[config.mk]
export PLATFORM = sky130hd
export DESIGN_NAME = ir_seg_ring
export DESIGN_NICKNAME = d
export VERILOG_FILES = /design/src/rtl/ir_seg_ring_pkg.sv /design/src/rtl/ir_seg_cfg.sv /design/src/rtl/ir_seg_wptr.sv /design/src/rtl/ir_seg_map.sv /design/src/rtl/ir_seg_ring.sv
export SDC_FILE = /design/constraint.sdc
export NUM_CORES = 1
export LEC_CHECK = 0
export BUFFER_PORTS_ARGS = -buffer_cell sky130_fd_sc_hd__buf_2
export CAP_MARGIN = 40
export CORE_UTILIZATION = 50
export CTS_BUF_LIST = sky130_fd_sc_hd__clkbuf_4 sky130_fd_sc_hd__clkbuf_8
export DETAILED_ROUTE_END_ITERATION = 8
export GPL_TIMING_DRIVEN = 0
export PLACE_DENSITY_LB_ADDON = 0.05
export SLEW_MARGIN = 40
export SYNTH_ARGS = -nofsm -noshare
export SYNTH_HDL_FRONTEND = slang
export SYNTH_SLANG_ARGS = --single-unit
[constraint.sdc]
create_clock -name clk -period 10.4 [get_ports clk]
set_input_delay 1.04 -clock clk [delete_from_list [all_inputs] [get_ports clk]]
set_output_delay 1.04 -clock clk [all_outputs]
set_load 0.01 [all_outputs]
[src/rtl/ir_seg_ring_pkg.sv]
package ir_seg_ring_pkg;
   localparam int unsigned MAIN_LEN = 8;
   localparam int unsigned LEN_W    = 8;

   typedef enum logic [2:0] {
      RG_B1_LO = 3'd0,
      RG_B1_HI = 3'd1,
      RG_LEN1  = 3'd2,
      RG_B2_LO = 3'd3,
      RG_B2_HI = 3'd4,
      RG_LEN2  = 3'd5,
      RG_WPTR  = 3'd6,
      RG_STAT  = 3'd7
   } reg_sel_e;

   localparam int unsigned ST_IRQ = 0;
   localparam int unsigned ST_EXT = 1;
endpackage

[src/rtl/ir_seg_cfg.sv]
module ir_seg_cfg
   import ir_seg_ring_pkg::*;
#(
   parameter int unsigned ADDR_W   = 16,
   parameter int unsigned MIN_RING = 16,
   parameter int unsigned MAX_RING = 64,
   parameter logic [15:0] BASE_LO  = 16'hEC00,
   parameter logic [15:0] BASE_HI  = 16'hFBFC,
   parameter int unsigned TOT_W    = LEN_W + 2
) (
   input  logic              clk,
   input  logic              rst_n,
   input  logic              reg_we,
   input  logic [2:0]        reg_addr,
   input  logic [7:0]        reg_wdata,
   output logic [ADDR_W-1:0] base1,
   output logic [ADDR_W-1:0] base2,
   output logic [LEN_W-1:0]  len1,
   output logic [LEN_W-1:0]  len2,
   output logic [TOT_W-1:0]  total_ext,
   output logic              ext_mode,
   output logic              cfg_wr
);
   localparam int unsigned NREG = 6;

   logic [NREG-1:0][7:0] cfg_q;

   always_ff @(posedge clk or negedge rst_n) begin
      if (!rst_n) begin
         cfg_q <= '0;
      end else if (reg_we) begin
         for (int i = 0; i < NREG; i++) begin
            if (reg_addr == 3'(i)) cfg_q[i] <= reg_wdata;
         end
      end
   end

   assign base1 = {cfg_q[RG_B1_HI], cfg_q[RG_B1_LO]};
   assign base2 = {cfg_q[RG_B2_HI], cfg_q[RG_B2_LO]};
   assign len1  = cfg_q[RG_LEN1];
   assign len2  = cfg_q[RG_LEN2];
   assign total_ext = TOT_W'(MAIN_LEN) + TOT_W'(len1) + TOT_W'(len2);
   assign cfg_wr = reg_we && (reg_addr <= RG_LEN2);

   logic len_ok, b1_ok, b2_ok;
   assign len_ok = (total_ext >= TOT_W'(MIN_RING)) && (total_ext <= TOT_W'(MAX_RING));
   assign b1_ok  = (base1 >= BASE_LO) && (base1 <= BASE_HI);
   assign b2_ok  = (base2 >= BASE_LO) && (base2 <= BASE_HI);
   assign ext_mode = len_ok && b1_ok && b2_ok;

   AST_MODE_ON_CFG: assert property (@(posedge clk) disable iff (!rst_n)
      !cfg_wr |=> $stable(ext_mode)) else $error("mode moved without cfg write");
endmodule

[src/rtl/ir_seg_wptr.sv]
module ir_seg_wptr #(
   parameter int unsigned IDX_W   = 6,
   parameter int unsigned TOT_W   = 10,
   parameter int unsigned PKT_LEN = 4
) (
   input  logic             clk,
   input  logic             rst_n,
   input  logic             commit,
   input  logic             ext_mode,
   input  logic [TOT_W-1:0] total_ext,
   input  logic             cfg_wr,
   input  logic             irq_clr,
   output logic [IDX_W-1:0] wptr,
   output logic [IDX_W-1:0] wptr_view,
   output logic [TOT_W-1:0] total,
   output logic             irq
);
   localparam logic [TOT_W-1:0] LEG_TOTAL = TOT_W'(2 * PKT_LEN);

   logic [TOT_W-1:0] nxt;
   logic             half_done, irq_set;

   assign total = ext_mode ? total_ext : LEG_TOTAL;
   assign nxt   = TOT_W'(wptr) + TOT_W'(1);

   always_ff @(posedge clk or negedge rst_n) begin
      if (!rst_n)       wptr <= '0;
      else if (cfg_wr)  wptr <= '0;
      else if (commit)  wptr <= (nxt >= total) ? '0 : IDX_W'(nxt);
   end

   assign half_done = commit && !ext_mode &&
                      ((nxt == TOT_W'(PKT_LEN)) || (nxt == LEG_TOTAL));
   assign irq_set   = commit && (ext_mode || half_done);

   always_ff @(posedge clk or negedge rst_n) begin
      if (!rst_n)        irq <= 1'b0;
      else if (irq_set)  irq <= 1'b1;
      else if (irq_clr)  irq <= 1'b0;
   end

   assign wptr_view = ext_mode ? wptr :
                      ((wptr >= IDX_W'(PKT_LEN)) ? IDX_W'(PKT_LEN) : '0);

   AST_WPTR_BOUND: assert property (@(posedge clk) disable iff (!rst_n)
      TOT_W'(wptr) < total) else $error("write pointer past ring end");
   AST_WPTR_STEP: assert property (@(posedge clk) disable iff (!rst_n)
      (commit && !cfg_wr) |=> (wptr == '0) || (wptr == $past(wptr) + IDX_W'(1)))
      else $error("write pointer jumped");
   AST_CFG_CLEARS_PTR: assert property (@(posedge clk) disable iff (!rst_n)
      cfg_wr |=> (wptr == '0)) else $error("cfg write kept pointer");
   AST_IRQ_ON_COMMIT: assert property (@(posedge clk) disable iff (!rst_n)
      (commit && ext_mode) |=> irq) else $error("commit did not raise irq");
   AST_LEGACY_VIEW: assert property (@(posedge clk) disable iff (!rst_n)
      !ext_mode |-> (wptr_view == '0) || (wptr_view == IDX_W'(PKT_LEN)))
      else $error("legacy pointer view not a half base");
endmodule

[src/rtl/ir_seg_map.sv]
module ir_seg_map
   import ir_seg_ring_pkg::*;
#(
   parameter int unsigned ADDR_W    = 16,
   parameter int unsigned IDX_W     = 6,
   parameter int unsigned TOT_W     = 10,
   parameter int unsigned PKT_LEN   = 4,
   parameter logic [15:0] MAIN_BASE = 16'hF8E0
) (
   input  logic              clk,
   input  logic              rst_n,
   input  logic [IDX_W-1:0]  idx,
   input  logic              ext_mode,
   input  logic [TOT_W-1:0]  total,
   input  logic [ADDR_W-1:0] base1,
   input  logic [ADDR_W-1:0] base2,
   input  logic [LEN_W-1:0]  len1,
   input  logic [LEN_W-1:0]  len2,
   output logic              valid,
   output logic [ADDR_W-1:0] addr
);
   localparam int unsigned NSEG = 3;

   logic [TOT_W-1:0]  seg_start [NSEG];
   logic [TOT_W-1:0]  seg_len   [NSEG];
   logic [ADDR_W-1:0] seg_base  [NSEG];
   logic [ADDR_W-1:0] phys      [NSEG];
   logic [NSEG-1:0]   hit;
   logic [TOT_W-1:0]  idx_x;

   assign idx_x = TOT_W'(idx);

   always_comb begin
      seg_start[0] = '0;
      seg_len[0]   = ext_mode ? TOT_W'(MAIN_LEN) : TOT_W'(2 * PKT_LEN);
      seg_base[0]  = ADDR_W'(MAIN_BASE);
      seg_start[1] = TOT_W'(MAIN_LEN);
      seg_len[1]   = ext_mode ? TOT_W'(len1) : '0;
      seg_base[1]  = base1;
      seg_start[2] = TOT_W'(MAIN_LEN) + TOT_W'(len1);
      seg_len[2]   = ext_mode ? TOT_W'(len2) : '0;
      seg_base[2]  = base2;
   end

   for (genvar gi = 0; gi < NSEG; gi++) begin : g_seg
      logic [TOT_W-1:0] off;
      assign off      = idx_x - seg_start[gi];
      assign hit[gi]  = (idx_x >= seg_start[gi]) && (off < seg_len[gi]);
      assign phys[gi] = seg_base[gi] + ADDR_W'(off);
   end

   always_comb begin
      addr  = '0;
      valid = 1'b0;
      for (int i = 0; i < NSEG; i++) begin
         if (hit[i]) begin
            addr  = addr | phys[i];
            valid = 1'b1;
         end
      end
   end

   AST_ONE_SEGMENT: assert property (@(posedge clk) disable iff (!rst_n)
      $onehot0(hit)) else $error("index hit two segments");
   AST_VALID_IN_RING: assert property (@(posedge clk) disable iff (!rst_n)
      valid |-> (idx_x < total)) else $error("valid index past ring end");
endmodule

[src/rtl/ir_seg_ring.sv]
module ir_seg_ring
   import ir_seg_ring_pkg::*;
#(
   parameter int unsigned ADDR_W    = 16,
   parameter int unsigned DUR_W     = 7,
   parameter int unsigned MAX_RING  = 64,
   parameter int unsigned MIN_RING  = 16,
   parameter int unsigned PKT_LEN   = 4,
   parameter logic [15:0] MAIN_BASE = 16'hF8E0,
   parameter logic [15:0] BASE_LO   = 16'hEC00,
   parameter logic [15:0] BASE_HI   = 16'hFBFC,
   parameter int unsigned IDX_W     = $clog2(MAX_RING)
) (
   input  logic              clk,
   input  logic              rst_n,
   input  logic              smp_valid,
   input  logic              smp_space,
   input  logic [DUR_W-1:0]  smp_dur,
   input  logic              reg_we,
   input  logic [2:0]        reg_addr,
   input  logic [7:0]        reg_wdata,
   output logic [7:0]        reg_rdata,
   input  logic [IDX_W-1:0]  rd_idx,
   output logic              rd_valid,
   output logic [ADDR_W-1:0] rd_addr,
   output logic [DUR_W:0]    rd_data,
   output logic              ring_empty,
   output logic              irq
);
   localparam int unsigned TOT_W = LEN_W + 2;
   localparam int unsigned SMP_W = DUR_W + 1;

   if (ADDR_W != 16) begin : g_chk_addr
      $error("ADDR_W must be 16: bases are two byte registers");
   end
   if (2 * PKT_LEN > MAIN_LEN) begin : g_chk_pkt
      $error("legacy halves must fit in the main area");
   end
   if (MIN_RING <= MAIN_LEN || MIN_RING > MAX_RING) begin : g_chk_ring
      $error("ring length bounds inconsistent");
   end
   if (SMP_W > 8) begin : g_chk_smp
      $error("sample must fit in one byte");
   end

   logic [ADDR_W-1:0] base1, base2;
   logic [LEN_W-1:0]  len1, len2;
   logic [TOT_W-1:0]  total_ext, total;
   logic              ext_mode, cfg_wr, irq_clr;
   logic [IDX_W-1:0]  wptr, wptr_view;
   logic [SMP_W-1:0]  mem [MAX_RING];

   assign irq_clr = reg_we && (reg_addr == RG_STAT) && !reg_wdata[ST_IRQ];

   ir_seg_cfg #(
      .ADDR_W(ADDR_W), .MIN_RING(MIN_RING), .MAX_RING(MAX_RING),
      .BASE_LO(BASE_LO), .BASE_HI(BASE_HI), .TOT_W(TOT_W)
   ) u_cfg (
      .clk(clk), .rst_n(rst_n), .reg_we(reg_we), .reg_addr(reg_addr),
      .reg_wdata(reg_wdata), .base1(base1), .base2(base2), .len1(len1),
      .len2(len2), .total_ext(total_ext), .ext_mode(ext_mode), .cfg_wr(cfg_wr)
   );

   ir_seg_wptr #(
      .IDX_W(IDX_W), .TOT_W(TOT_W), .PKT_LEN(PKT_LEN)
   ) u_wptr (
      .clk(clk), .rst_n(rst_n), .commit(smp_valid), .ext_mode(ext_mode),
      .total_ext(total_ext), .cfg_wr(cfg_wr), .irq_clr(irq_clr),
      .wptr(wptr), .wptr_view(wptr_view), .total(total), .irq(irq)
   );

   ir_seg_map #(
      .ADDR_W(ADDR_W), .IDX_W(IDX_W), .TOT_W(TOT_W), .PKT_LEN(PKT_LEN),
      .MAIN_BASE(MAIN_BASE)
   ) u_map (
      .clk(clk), .rst_n(rst_n), .idx(rd_idx), .ext_mode(ext_mode),
      .total(total), .base1(base1), .base2(base2), .len1(len1), .len2(len2),
      .valid(rd_valid), .addr(rd_addr)
   );

   always_ff @(posedge clk) begin
      if (smp_valid) mem[wptr] <= {smp_space, smp_dur};
   end

   assign rd_data    = rd_valid ? mem[rd_idx] : '0;
   assign ring_empty = (rd_idx == wptr);

   always_comb begin
      case (reg_addr)
         RG_B1_LO: reg_rdata = base1[7:0];
         RG_B1_HI: reg_rdata = base1[15:8];
         RG_LEN1:  reg_rdata = len1;
         RG_B2_LO: reg_rdata = base2[7:0];
         RG_B2_HI: reg_rdata = base2[15:8];
         RG_LEN2:  reg_rdata = len2;
         RG_WPTR:  reg_rdata = 8'(wptr_view);
         default:  reg_rdata = {6'd0, ext_mode, irq};
      endcase
   end

   AST_NO_WRITE_PAST_END: assert property (@(posedge clk) disable iff (!rst_n)
      smp_valid |-> (TOT_W'(wptr) < total)) else $error("write outside ring");
endmodule

==> results of run 1 <==
## critical path, stage by stage (launching register included)
cell and delay (ns):
dfrtp_1 0.57, and3_1 0.22, clkbuf_1 0.25, xnor2_1 0.18
inv_1 0.14, ha_1 0.39, or3b_1 0.37, o311ai_0 0.10
a211oi_1 0.14, nor4_1 0.29, mux2i_1 0.22, nor3b_2 0.47
clkbuf_1 0.44, nand2_1 0.12, ha_1 0.34, nand2_1 0.07
o21ai_0 0.08, or4_1 0.47, a21oi_1 0.19, o311ai_1 0.12
o21a_1 0.28, o211ai_2 0.30, and2_1 0.29, buf_2 0.15
## sequential cells by signal (all words and copies together), names as in the netlist
register / cells
mem: 512
u_cfg.base1: 16
u_cfg.base2: 16
u_cfg.len1: 8
u_cfg.len2: 8
u_wptr.irq: 1
u_wptr.wptr: 6
## cell type report
class                           instances  area share
Sequential cell                       567       0.588
Buffer                                 65      0.0109
Clock buffer                          131      0.0565
Tap cell                              672      0.0295
Timing Repair Buffer                   64      0.0121
Inverter                               39     0.00514
Clock inverter                         41     0.00835
Multi-Input combinational cell        776       0.289
## where the power goes
part / switching (W) / leakage (nW) / internal, W
Combinational: 0.000572 / 3.38 / 0.000403
Clock: 0.000894 / 0.978 / 0.00103
Sequential: 0.0000870 / 5.28 / 0.00254
## cells by family after synthesis
logic type,after synthesis
AND/OR/NAND/NOR,282
XOR/XNOR,51
flip-flops,567
multiplexers,227
adder cells (fa/ha/maj),64
buffers and inverters,104
AO/OA/AOI/OAI,152
## worst paths after layout
check                              start             end  cells after the start
min in group clk              u_wptr.irq      u_wptr.irq                      2
max in group asynchronous          rst_n  u_cfg.base2[0]                      1
hold reg to reg               u_wptr.irq      u_wptr.irq                      2
setup reg to reg           u_cfg.len1[3]  u_wptr.wptr[2]                     22
setup / recovery           u_cfg.len1[3]      rd_data[2]                     23
hold / removal                     rst_n   u_cfg.len2[3]                      1
## stage by stage
stage               hold slack [ns]  total power (W)  setup slack [ns]  utilization
floorplan                     0.523          0.00330              4.54            -
global placement              0.562          0.00362              3.32        0.529
detailed placement            0.573          0.00363              3.30        0.531
CTS                           0.412          0.00555              2.51        0.568
global route                  0.447          0.00575              2.07        0.569
finish                        0.412          0.00552              2.45        0.569
## cell usage in the layout, fill, tap and decap left out, types with 27 or more instances in the layout
cell,Yosys,layout
clkbuf_8,0,100
nor2_1,96,82
buf_2,5,64
dfrtp_1,55,55
a21oi_1,39,39
clkbuf_4,0,31
ha_1,60,60
mux4_2,171,171
edfxtp_1,512,512
inv_1,35,35
mux2_2,46,46
clkbuf_1,39,33
nand2_1,63,63
xnor2_1,27,27
## metal layers
metal / GRT usage / vias to the layer above / part of all wire
met5: 0 / - / 0
met4: 0.0630 / 0 / 0.018
met3: 0.0421 / 80 / 0.058
met2: 0.413 / 506 / 0.48
met1: 0.382 / 7489 / 0.44
li1: - / 6195 / -
==> metrics.md, run 1 <==
| Metric | Value |
|---|---|
| Asr flop ratio synth | `0.0970` |
| DP HPWL | `44,700 um` |
| Post-Layout Cell Count | `2,355` |
| Req. time, crit path | `9.36 ns` |
| Slew Viols, Final | `0` |
| Initial antenna violation count | `0` |
| Largest family of logic cells by synthesized area | `multiplexers` |
| Mapped Area | `25,300 um2` |
| Setup crit end kind | `output port` |
| Synth Area in Adders | `0.0328` |
| Top-area cell type share of the netlist area | `0.607` |
| Final setup viols | `0` |
| Routability Congestion | `0.957` |
| Rows | `82` |
| Max Clk Rate | `126 MHz` |
| IO Pins | `64` |
| Post-synthesis xor/xnor area fraction | `0.0176` |
| Root buffer cell | `clkbuf_8` |
| Critical path class | `reg2out` |
| Die Span Y | `227 um` |
| Final net count | `1,699` |
| Largest net degree at the start of global routing | `65` |
| Grt total ovfl | `0` |
| Fin crit share | `0.764` |
| Synth top area cells | `edfxtp_1 (61%), mux4_2 (15%), dfrtp_1 (5.4%)` |
| Area added between synthesis and finish | `12.3%` |
| Register area share after synthesis | `0.661` |
| Post-synth EDFFs | `512` |
| CTS tree | `done` |
| Drt first-iter violations | `1,704` |
| Setup bufs post-CTS | `0` |
| Max-slew headroom | `0.425` |
| Hold buffers post-CTS | `0` |
| Top post-synthesis cells by count | `edfxtp_1 (512), mux4_2 (171), nor2_1 (96)` |
| Dominant cell type by area after synthesis | `edfxtp_1` |
| Final hold vios | `0` |
| Setup crit start kind | `flip-flop` |
| Worst Hold Class | `in2async` |
| Register area | `16,800 um2` |
| Cell area after placement | `26,600 um2` |
| Leak | `9.64 nW` |
| CTS Buf Count | `93` |
| Warnings from Yosys | `0` |
| Clock Skews | `0.0392 ns` |
| Layout cell share with drive strength beyond 1 | `0.293` |
| Power per Cell Area | `194 nW/um2` |
| Main synth FF type | `edfxtp_1` |
| N_diodes | `0` |
| Post-synthesis net count | `1,540` |
| Arrival time at the worst endpoint | `6.91 ns` |
| Placed cells | `2,182` |
| Post-layout minimum cycle time | `7.95 ns` |
| Setup TNS | `0 ns` |
| Max-cap violations | `0` |
| Routed length per instance | `27.5 um` |
| Clock buffer depth | `3` |
| Post-synth cell types | `70` |
| RSZ-0062 raised after global routing | `no` |
| Vias per inst | `6.06` |
| Compound-Gate Fraction of Synth Area | `0.0413` |
| Clock transition at path regs | `0.06 ns` |
| Vias in the first global route | `14,300` |
| Num Clock Sinks | `567` |
| DR vias | `14,300` |
| H-tree levels | `3` |
| Clock latency at the later pin of the worst-skew pair | `0.69 ns` |
| Initial Util | `0.506` |
| Maximum VDD drop | `0.184 mV` |
| Final instance area | `28,500 um2` |
| Area occupied by multi-input gates | `8230 um2` |
| Die X | `227 um` |
| Drt drc | `0` |
| DR pass1 iterations | `5` |
| Routed WL | `64,800 um` |
| Count leader, synth | `edfxtp_1` |
| Placeable Area | `50,100 um2` |
| Mux share of post-synthesis cell area | `0.177` |
| Least-Margin Pin Slew | `0.862 ns` |
| Run status | `complete, no violations` |
| Gate Count Post-Synth | `1,447` |
| CP max FO | `10` |
| Filler cells | `4,006` |
| PostCTS Resize Cnt | `0` |
| First-pass GRT wire length | `95,700 um` |
| GRT Total Usage | `0.261` |
| Syn_area_per_cell | `17.5 um2` |
| Number of synthesized register bits | `567` |
| Post-route ant nets | `0` |
| Die ar. | `51,600 um2` |
| Port Buffers | `61` |
| Reg2reg setup slack | `4.72 ns` |
| Simple-Gate Fraction of Synth Area | `0.0532` |
Note: power is estimated with default switching activity, not from simulation.
==> inputs of run 2 (changes only) <==
==> constraint.sdc (replaced) <==
create_clock -name clk -period 6.94 [get_ports clk]
set_input_delay 0.694 -clock clk [delete_from_list [all_inputs] [get_ports clk]]
set_output_delay 0.694 -clock clk [all_outputs]
set_load 0.01 [all_outputs]
==> run 2 against run 1 <==
Sequential share of layout area fell by 0.22 points. Via count fell by 0.35%. Clock power rose by 50%. Cell area rose by 0.41%. Die area did not move. Register-to-register slack got worse by 2.8 ns. Largest cell class unchanged.
==> metrics.md, run 2 (same netlist as run 1, synthesis figures left out) <==
| Metric | Value |
|---|---|
| Max-cap violations | `0 (unchanged)` |
| Clock transition at path regs | `0.06 ns (about the same)` |
| Die X | `227 um (unchanged)` |
| Root buffer cell | `clkbuf_8 (unchanged)` |
| Crit-path cells | `ha_1, ha_1, o21ai_1, a21o_1, a211oi_1, mux2i_1, nor3b_2, clkbuf_8, nand2_1, ha_1, nand2_1, o21ai_0, or4_1, a21oi_1, o311ai_1, o21a_2, clkbuf_4, nor3b_1, a221o_1, buf_2 (was and3_1, clkbuf_1, xnor2_1, inv_1, ha_1, or3b_1, o311ai_0, a211oi_1, nor4_1, mux2i_1, nor3b_2, clkbuf_1, nand2_1, ha_1, nand2_1, o21ai_0, or4_1, a21oi_1, o311ai_1, o21a_1, o211ai_2, and2_1, buf_2)` |
| Critical path's most frequent cell | `ha_1` |
| Arrival time at the worst endpoint | `5.99 ns (was 6.91 ns)` |
| Cell internal pwr | `0.00598 W (was 0.00397 W)` |
| Die Span Y | `227 um (unchanged)` |
| Area added between synthesis and finish | `12.8% (was 12.3%)` |
| Fin crit share | `0.963` |
| DR pass1 iterations | `5 (unchanged)` |
| Top reg by flops | `mem (unchanged)` |
| Routability Congestion | `0.957 (unchanged)` |
| Grt total ovfl | `0 (unchanged)` |
| Clock Skews | `0.0360 ns (was 0.0392 ns)` |
| Layout cell share with drive strength beyond 1 | `0.304 (was 0.293)` |
| Regs by FF count | `mem: 512 flops, u_cfg.base1: 16 flops, u_cfg.base2: 16 flops (unchanged)` |
| Least-Margin Pin Slew | `0.859 ns (was 0.862 ns)` |
| Worst r2r path cells | `19 (was 22)` |
| Drt drc | `0 (unchanged)` |
| Power per Cell Area | `291 nW/um2 (was 194 nW/um2)` |
| Vias in the first global route | `14,300 (about the same)` |
| Most common cell after layout, fill and taps aside | `edfxtp_1 (unchanged)` |
| Final core occ | `0.571 (was 0.569)` |
| CP bufs+invs | `3 (was 4)` |
| Initial antenna violation count | `1 (was 0)` |
| Net Sw Frac | `0.281 (about the same)` |
| Reg power frac | `0.474 (was 0.475)` |
| Post-layout minimum cycle time | `6.68 ns` |
| Sw power | `0.00234 W (was 0.00155 W)` |
| Commonest cells after routing, fill and taps aside | `edfxtp_1 (512), mux4_2 (171), clkbuf_8 (101) (was edfxtp_1 (512), mux4_2 (171), clkbuf_8 (100))` |
| DP HPWL | `44,700 um (unchanged)` |
| Rows | `82 (unchanged)` |
| Routed WL | `64,900 um (was 64,800 um)` |
| Critical path class | `reg2out (unchanged)` |
| Delay-heaviest family, CP | `compound AO/OA/AOI/OAI gates (was simple AND/OR/NAND/NOR gates)` |
| Placeable Area | `50,100 um2 (unchanged)` |
| Clock buffer depth | `3 (unchanged)` |
| First-pass GRT wire length | `95,800 um (was 95,700 um)` |
| GRT Total Usage | `0.261 (about the same)` |
| Port Buffers | `61 (unchanged)` |
| N_diodes | `0 (unchanged)` |
| CTS tree | `done (unchanged)` |
| CP peak stage delay | `0.48 ns (was 0.57 ns)` |
| Drt first-iter violations | `1,648 (was 1,704)` |
| Run status | `complete, no violations (unchanged)` |
| H-tree levels | `3 (unchanged)` |
| RR Startpoint | `u_cfg.len1[3] (unchanged)` |
| Setup crit start kind | `flip-flop (unchanged)` |
| Largest net degree at the start of global routing | `65 (unchanged)` |
| Initial Util | `0.506 (unchanged)` |
| Slew Viols, Final | `0 (unchanged)` |
| Hold buffers post-CTS | `0 (unchanged)` |
| Post-route ant nets | `0 (unchanged)` |
| Die ar. | `51,600 um2 (unchanged)` |
| Worst Hold Class | `in2async (unchanged)` |
| Setup crit end kind | `output port (unchanged)` |
| Final hold vios | `0 (unchanged)` |
| Leak | `9.67 nW (was 9.64 nW)` |
| Maximum VDD drop | `0.275 mV (was 0.184 mV)` |
| Hold slack | `0.0597 ns (was 0.412 ns)` |
| Max Clk Rate | `150 MHz` |
| Clock latency at the later pin of the worst-skew pair | `0.69 ns (about the same)` |
| Logic pwr share | `0.180 (was 0.177)` |
| Reg2reg setup slack | `1.87 ns (was 4.72 ns)` |
| Part of the power in the clock network | `0.346 (was 0.348)` |
| CP max stage cell | `dfrtp_2 (was dfrtp_1)` |
| Num Clock Sinks | `567 (unchanged)` |
| Req. time, crit path | `6.25 ns (was 9.36 ns)` |
| Final setup viols | `0 (unchanged)` |
| IO Pins | `64 (unchanged)` |
| Max reg flops | `512 (unchanged)` |
| Vias per inst | `6.03 (was 6.06)` |
| R2r endpoint | `u_wptr.wptr[2] (unchanged)` |
| CP max FO | `10 (unchanged)` |
| Routed length per instance | `27.5 um (about the same)` |
| CTS Buf Count | `93 (unchanged)` |
| DR vias | `14,200 (was 14,300)` |
| Max-slew headroom | `0.425 (about the same)` |
| Final net count | `1,702 (was 1,699)` |
-- run 2: cell types whose count changed in the layout (fill, tap and decap cells not counted), moves of 2 or more --
cell	before	now
buf_4	18	24
dfrtp_1	55	51
dfrtp_2	0	4
clkbuf_1	33	30
buf_2	64	62
ha_1	60	58
ha_4	0	2
-- run 2: final cells by class --
type                    count  area (um2)
clock buffers             131        1610
well taps                 672         841
multi-input cells         776        8300
fillers                  3985       21500
clock inverters            41         238
flip-flops and latches    567       16800
repair buffers             69         383
inverters                  39         146
plain buffers              63         317
-- run 2: per-layer routing --
| metal | GRT usage | routed length, um | vias up |
|---|---|---|---|
| met3 | 0.0421 | 3480 | 85 |
| met5 | 0 | 0 | - |
| met2 | 0.414 | 31100 | 489 |
| met4 | 0.0630 | 1210 | 0 |
| li1 | - | - | 6191 |
| met1 | 0.382 | 29000 | 7455 |
-- run 2: worst max path at each step --
stage | from | end | slack, ns | depth (start not counted)
2_1_floorplan | u_cfg.len1[5] | rd_addr[0] | 1.43 | 23
3_3_place_gp | u_cfg.len1[3] | rd_data[7] | 0.21 | 23
3_5_place_dp | u_cfg.len1[3] | rd_data[7] | 0.19 | 23
5_1_grt | u_cfg.len1[3] | rd_addr[0] | -0.01 | 22
6_report | u_cfg.len1[3] | rd_addr[0] | 0.26 | 20
4_1_cts | u_cfg.len1[5] | rd_addr[0] | 0.04 | 23
-- run 2: power by group through the flow --
stage                     sequential, W  combinational (W)  clock (W)
after detailed placement        0.00400            0.00144          0
after global routing            0.00395            0.00164    0.00309
after global placement          0.00400            0.00142          0
after CTS                       0.00393            0.00146    0.00294
after floorplan                 0.00393            0.00101          0
final                           0.00394            0.00150    0.00288
-- run 2: what timing repair did --
action,4_1_cts,5_1_grt
buffers inserted,4,1
endpoints found under the setup margin,25,25
gates resized for setup,10,12
pin swaps,1,2
gates cloned,0,0
-- run 2: through the flow --
step           area (um2)  setup TNS (ns)  setup WS (ns)  instances  power (W)
6_report            28600               0          0.256       2358    0.00832
5_1_grt             28600         -0.0141        -0.0141       2358    0.00867
4_1_cts             28500               0         0.0354       2356    0.00833
3_5_place_dp        26600               0          0.187       2182    0.00544
3_3_place_gp        26500               0          0.211       2180    0.00542
2_1_floorplan       25300               0           1.43       1447    0.00494
